## src/rtl/adc_seq_pkg.sv

```systemverilog
package adc_seq_pkg;
    // Control/status field positions (software decodes these)
    localparam int unsigned CH_LSB  = 24;
    localparam int unsigned CH_FW   = 4;
    localparam int unsigned IE_BIT  = 21;
    localparam int unsigned REF_BIT = 19;
    localparam int unsigned ST_BIT  = 18;
    localparam int unsigned EN_BIT  = 17;
    localparam int unsigned SR_BIT  = 16;
    localparam int unsigned GO_BIT  = 13;
    localparam int unsigned DIV_LSB = 1;

    localparam logic [7:0] OFF_CTRL = 8'h00;
    localparam logic [7:0] OFF_DATA = 8'h04;
endpackage

```

## src/rtl/adc_tick_gen.sv

```systemverilog
module adc_tick_gen #(
    parameter int unsigned DIV_W = 8
) (
    input  logic             clk,
    input  logic             rst_n,
    input  logic             en_i,
    input  logic             restart_i,
    input  logic [DIV_W-1:0] div_i,
    output logic             tick_o
);
    localparam int unsigned CW = DIV_W + 1;

    typedef struct packed {
        logic [CW-1:0] cnt;
    } tg_t;

    tg_t t_d, t_q;
    logic [CW-1:0] lim;
    logic          wrap;

    // Period of lim+1 = 2*(div+1); >= keeps a shrinking divider from overrunning
    assign lim  = {div_i, 1'b1};
    assign wrap = (t_q.cnt >= lim);

    always_comb begin
        t_d = t_q;
        if (!en_i || restart_i || wrap) begin
            t_d.cnt = '0;
        end else begin
            t_d.cnt = t_q.cnt + 1'b1;
        end
    end

    always_ff @(posedge clk or negedge rst_n) begin
        if (!rst_n) begin
            t_q <= '0;
        end else begin
            t_q <= t_d;
        end
    end

    assign tick_o = en_i && wrap;
endmodule

```

## src/rtl/adc_conv_seq.sv

```systemverilog
module adc_conv_seq #(
    parameter int unsigned CHS_W = 3,
    parameter int unsigned RES_W = 10
) (
    input  logic             clk,
    input  logic             rst_n,
    input  logic             go_i,
    input  logic             srst_i,
    input  logic             st_clr_i,
    input  logic [CHS_W-1:0] chan_i,
    input  logic             tick_i,
    input  logic             done_i,
    input  logic [RES_W-1:0] data_i,
    output logic             busy_o,
    output logic             stat_o,
    output logic [CHS_W-1:0] chan_o,
    output logic [RES_W-1:0] res_o
);
    typedef struct packed {
        logic             busy;
        logic             stat;
        logic [CHS_W-1:0] chan;
        logic [RES_W-1:0] res;
    } seq_t;

    seq_t s_d, s_q;
    logic fin;

    assign fin = s_q.busy && tick_i && done_i;

    always_comb begin
        s_d = s_q;
        if (srst_i) begin
            s_d.busy = 1'b0;
            s_d.stat = 1'b0;
            s_d.res  = '0;
        end else if (fin) begin
            // completion outranks a clearing write on the same edge
            s_d.busy = 1'b0;
            s_d.stat = 1'b1;
            s_d.res  = data_i;
        end else begin
            if (st_clr_i) begin
                s_d.stat = 1'b0;
            end
            if (go_i && !s_q.busy) begin
                s_d.busy = 1'b1;
                s_d.chan = chan_i;
            end
        end
    end

    always_ff @(posedge clk or negedge rst_n) begin
        if (!rst_n) begin
            s_q <= '0;
        end else begin
            s_q <= s_d;
        end
    end

    assign busy_o = s_q.busy;
    assign stat_o = s_q.stat;
    assign chan_o = s_q.chan;
    assign res_o  = s_q.res;
endmodule

```

## src/rtl/adc_seq_ctrl.sv

```systemverilog
module adc_seq_ctrl
    import adc_seq_pkg::*;
#(
    parameter int unsigned NUM_CH = 8,
    parameter int unsigned RES_W  = 10,
    parameter int unsigned DIV_W  = 8,
    parameter int unsigned ADDR_W = 8,
    localparam int unsigned CHS_W = $clog2(NUM_CH)
) (
    input  logic              clk,
    input  logic              rst_n,
    input  logic              reg_wr,
    input  logic [ADDR_W-1:0] reg_addr,
    input  logic [31:0]       reg_wdata,
    output logic [31:0]       reg_rdata,
    output logic              adc_irq,
    output logic              cnv_req,
    output logic [CHS_W-1:0]  cnv_chan,
    output logic              cnv_tick,
    output logic              cnv_ref_int,
    input  logic              cnv_done,
    input  logic [RES_W-1:0]  cnv_data
);
    typedef struct packed {
        logic [CH_FW-1:0] chan;
        logic             ie;
        logic             rsel;
        logic             en;
        logic [DIV_W-1:0] div;
    } ctl_t;

    ctl_t c_d, c_q;

    logic             wr_ctrl;
    logic             srst_req;
    logic             go_req;
    logic             st_clr;
    logic             busy;
    logic             stat;
    logic [RES_W-1:0] res;
    logic             unused_wbits;

    assign wr_ctrl  = reg_wr && (reg_addr == ADDR_W'(OFF_CTRL));
    assign srst_req = wr_ctrl && reg_wdata[SR_BIT];
    assign go_req   = wr_ctrl && reg_wdata[GO_BIT] && reg_wdata[EN_BIT];
    assign st_clr   = wr_ctrl && reg_wdata[ST_BIT];
    assign unused_wbits = ^reg_wdata;

    always_comb begin
        c_d = c_q;
        if (wr_ctrl) begin
            c_d.chan = reg_wdata[CH_LSB +: CH_FW];
            c_d.ie   = reg_wdata[IE_BIT];
            c_d.rsel = reg_wdata[REF_BIT];
            c_d.en   = reg_wdata[EN_BIT];
            c_d.div  = reg_wdata[DIV_LSB +: DIV_W];
        end
    end

    always_ff @(posedge clk or negedge rst_n) begin
        if (!rst_n) begin
            c_q <= '0;
        end else begin
            c_q <= c_d;
        end
    end

    adc_tick_gen #(
        .DIV_W(DIV_W)
    ) u_tick (
        .clk      (clk),
        .rst_n    (rst_n),
        .en_i     (c_q.en),
        .restart_i(srst_req),
        .div_i    (c_q.div),
        .tick_o   (cnv_tick)
    );

    adc_conv_seq #(
        .CHS_W(CHS_W),
        .RES_W(RES_W)
    ) u_seq (
        .clk     (clk),
        .rst_n   (rst_n),
        .go_i    (go_req),
        .srst_i  (srst_req),
        .st_clr_i(st_clr),
        .chan_i  (reg_wdata[CH_LSB +: CHS_W]),
        .tick_i  (cnv_tick),
        .done_i  (cnv_done),
        .data_i  (cnv_data),
        .busy_o  (busy),
        .stat_o  (stat),
        .chan_o  (cnv_chan),
        .res_o   (res)
    );

    always_comb begin
        reg_rdata = '0;
        if (reg_addr == ADDR_W'(OFF_CTRL)) begin
            reg_rdata[CH_LSB +: CH_FW]  = c_q.chan;
            reg_rdata[IE_BIT]           = c_q.ie;
            reg_rdata[REF_BIT]          = c_q.rsel;
            reg_rdata[ST_BIT]           = stat;
            reg_rdata[EN_BIT]           = c_q.en;
            reg_rdata[GO_BIT]           = busy;
            reg_rdata[DIV_LSB +: DIV_W] = c_q.div;
        end else if (reg_addr == ADDR_W'(OFF_DATA)) begin
            reg_rdata[RES_W-1:0] = res;
        end
    end

    assign adc_irq     = stat && c_q.ie;
    assign cnv_req     = busy;
    assign cnv_ref_int = c_q.rsel;
endmodule

```

## config.mk

```make
export PLATFORM = sky130hd
export DESIGN_NAME = adc_seq_ctrl
export DESIGN_NICKNAME = d
export VERILOG_FILES = /design/src/rtl/adc_seq_pkg.sv /design/src/rtl/adc_tick_gen.sv /design/src/rtl/adc_conv_seq.sv /design/src/rtl/adc_seq_ctrl.sv
export SDC_FILE = /design/constraint.sdc
export NUM_CORES = 1
export LEC_CHECK = 0
export ABC_AREA = 1
export BUFFER_PORTS_ARGS = -buffer_cell sky130_fd_sc_hd__buf_4
export CORE_MARGIN = 4
export CORE_UTILIZATION = 30
export DETAILED_ROUTE_END_ITERATION = 12
export PLACE_DENSITY = 0.64
export SLEW_MARGIN = 20
export SYNTH_ARGS = -nofsm -noshare
export SYNTH_HDL_FRONTEND = slang
export SYNTH_SLANG_ARGS = --single-unit
export TNS_END_PERCENT = 5
```

## constraint.sdc

```tcl
create_clock -name clk -period 1.8 [get_ports clk]
set_input_delay 0.09 -clock clk [delete_from_list [all_inputs] [get_ports clk]]
set_output_delay 0.09 -clock clk [all_outputs]
set_load 0.01 [all_outputs]
```

==> flow_metrics.py <==
metrics = {
    "logic_synthesis": {
        "synth_flop_cell": "dfrtp_1",
        "seq_area_frac_synth_pct": 44.2,
        "syn_area_sq_um": 2210,
        "syn_inst": 272,
        "synthMuxAreaShare_pct": 0,
        "synth-adder-area-share_pct": 5.10,
        "yosys.area_share.simple_pct": 28.4,
        "ys_ff_latch": 39,
        "synth_edf_count": 0,
        "synth_compound_area_share_pct": 7.19,
        "yosysWarnings": 0,
        "yosysUniqueCellTypes": 25,
        "avgSynthCellArea_sq_um": 8.12,
        "synth_xor_area_share_pct": 1.19,
        "synth_top_family_by_area": "simple AND/OR/NAND/NOR gates",
        "async_reset_ff_share_pct": 100,
    },
    "pwr": {
        "peakVddDrop_mv": 0.420,
        "clockPowerShare_pct": 32.1,
        "p_int_uw": 1730,
        "p_comb_share_pct": 24.3,
        "switchingPower_uw": 697,
        "leakage_uw": 0.00164,
        "switching_share_pct": 28.8,
        "power_frac_seq_pct": 43.6,
        "power.density_nw_per_um2": 756,
    },
    "cells_and_area": {
        "final.fill_count": 742,
        "final_cells": 464,
        "fin_util_pct": 44.4,
        "seq_area_sq_um": 976,
        "multiInputGateArea_sq_um": 1080,
        "mostFrequentLayoutCells": "buf_4, nand2_1, dfrtp_1",
        "postLayoutCellArea_sq_um": 3210,
        "drive_gt1_share_pct": 33.7,
        "layout_commonest_cell": "buf_4",
        "antenna_cells": 0,
        "syn2layout_area_growth_pct": 45.1,
        "final_nets": 427,
    },
    "global_routing": {
        "antenna_found_initial": 0,
        "grt_max_degree": 40,
        "grt-ovfl-total": 0,
        "grt_first_pass_wirelength_mm": 9.25,
        "grt_pass1_vias": 2021,
        "grt_usage_pct": 13.5,
    },
    "critical_path": {
        "path_cells": "ha_1 -> nand2_2 -> a21oi_1 -> nor2_1 -> nand3_2 -> inv_2 -> nor2_4 -> buf_6",
        "crit_type": "reg -> out",
        "path_buf_inv": 2,
        "rr_startpoint": "u_tick.t_q[7]",
        "cp_top_family": "flip-flops",
        "cp_slowest_cell": "dfrtp_1",
        "required_ns": 1.71,
        "arrival_ns": 1.67,
        "cp-start-kind": "register",
        "reg2reg_to": "u_tick.t_q[2]",
        "path_max_fanout": 3,
        "critPathCaptureType": "primary output",
        "ff2ff_setup_slack_ns": 0.10,
        "max_stage_delay_ns": 0.41,
        "worst-r2r-cell-count": 8,
    },
    "timing": {
        "rsz0062_at_grt": "yes",
        "maxSlewHeadroom_pct": 65.8,
        "worst_clock_skew_ns": 0.00677,
        "finalCriticalPeriod_ns": 1.76,
        "setup_viol": 0,
        "tightest_slew_ns": 0.513,
        "slew_violations": 0,
        "fin_ws_ns": 0.0374,
        "finalHoldViolCount": 0,
        "finalCritPeriodShare_pct": 97.9,
        "max_freq_mhz": 567,
    },
    "cts": {
        "cts_root_buffer": "clkbuf_8",
        "clk_pin_slew_ns": 0.08,
        "htree_levels": 2,
        "cts_buffers": 5,
        "clk_path_buf_depth": 2,
        "cts_tree": "done",
        "insertion_delay_ns": 0.30,
        "clkSinkCount": 39,
    },
    "min_path": {
        "hold-path-endpoint": "c_q[1]",
        "min-delay-start": "reg_wdata[2]",
        "hold_class": "in -> reg",
        "holdPathStages": 3,
    },
    "detailed_routing": {
        "avgViaCountPerCell": 4.29,
        "num_vias": 1990,
        "dr.pass1.iters": 4,
        "wirelength_mm": 5.55,
        "dr.first_iter.drc_count": 88,
        "wl_per_cell_um": 12.0,
        "drc": 0,
        "ant_nets": 0,
    },
    "placed_design": {
        "gp_routability_congestion": 0.844,
        "dp_cells": 433,
        "dpl.hpwl_mm": 3.97,
        "numPortBuffers": 65,
        "post-place-ws_ns": 0.0833,
        "place_area_sq_um": 2760,
    },
    "die": {
        "fp.dieW_um": 93.8,
        "core_area_sq_um": 7210,
        "ios": 93,
        "die_area_sq_um": 8800,
        "fp.dieH_um": 93.8,
        "rows": 31,
        "start_util_pct": 30.6,
    },
    "run_status": {
        "status": "finished clean",
    },
    "job": {
        "maxCapViolations": 0,
    },
}
[registers in the layout (all words and copies together) (netlist names)]
register and flops:
u_seq.stat_o 1, cnv_ref_int 1, u_seq.busy_o 1, u_seq.res_o 10
u_tick.t_q 9, c_q 14, u_seq.chan_o 3
[layer usage]
layer / GRT usage (%) / part of all wire [%] / up-vias
li1: - / - / 1013
met1: 16.6 / 44 / 917
met2: 22.3 / 48 / 55
met3: 4.49 / 6.8 / 5
met4: 4.33 / 1.3 / 0
met5: 0 / 0 / -
[worst max-delay path by stage]
stage	startpoint	to	cells after the start
2_1_floorplan	u_tick.t_q[4]	u_seq.res_o[1]	9
3_3_place_gp	c_q[3]	u_seq.res_o[4]	12
3_5_place_dp	u_tick.t_q[8]	u_seq.res_o[3]	9
4_1_cts	u_tick.t_q[8]	cnv_tick	8
5_1_grt	c_q[6]	cnv_tick	9
6_report	u_tick.t_q[7]	cnv_tick	8
[synth_stat cells (2+ instances only)]
cell,count,area share [%]
nand2_1,66,11
inv_1,41,7.0
dfrtp_1,39,44
nor2_1,27,4.6
o21ai_0,15,3.4
buf_4,13,4.4
nand3_2,12,5.4
ha_1,9,5.1
o22ai_1,8,2.3
nand4_1,6,1.7
a21oi_1,5,1.1
nor3_1,5,1.1
nand3_1,4,0.91
nor2_2,4,1.1
buf_2,3,0.68
inv_2,3,0.51
buf_6,2,1.0
nor2_4,2,1.0
xnor2_1,2,0.79
[cell type report]
type,instances,area share [%]
Clock buffer,6,2.58
Clock inverter,2,1.09
Inverter,44,5.15
Multi-Input combinational cell,182,33.6
Sequential cell,39,30.4
Tap cell,99,3.86
Timing Repair Buffer,92,23.3
[per-stage QoR]
stage	TNS (ns)	hold slack (ns)	power, uW
final	0	0.00720	2420
after global routing	-0.202	0.0131	2570
after floorplan	0	-0.206	1330
after CTS	0	0.000338	2300
after global placement	0	0.0959	1470
after detailed placement	0	0.0992	1480
[power groups by stage]
stage	sequential (uW)	combinational [uW]	clock, uW
after floorplan	1060	275	0
after global placement	1060	410	0
after detailed placement	1070	417	0
after CTS	1050	456	795
after global routing	1070	669	830
final	1060	589	779
[timing repair]
item                                   4_1_cts  5_1_grt
resized for setup                            3       20
pin swaps                                    0        5
setup endpoints to repair                    1       15
buffers inserted                             1        3
endpoints found under the hold margin       57        0
hold buffers                                19        0
gates cloned                                 0        0
[worst register-to-register path, delay by kind of cell (launching register included)]
family | cells | cell delay, ns
compound gates | 1 | 0.05
flops | 1 | 0.41
fa+ha+maj | 1 | 0.29
simple gates | 5 | 0.75
buf+inv | 1 | 0.11
[logic make-up after synthesis]
family                     after synthesis
buffers and inverters                   63
and+or+nand+nor                        128
xor gates and xnor gates                 3
other                                    1
DFF                                     39
adders and majority gates                9
AOI/OAI and AO/OA                       29
Note: power is estimated with default switching activity, not from simulation.
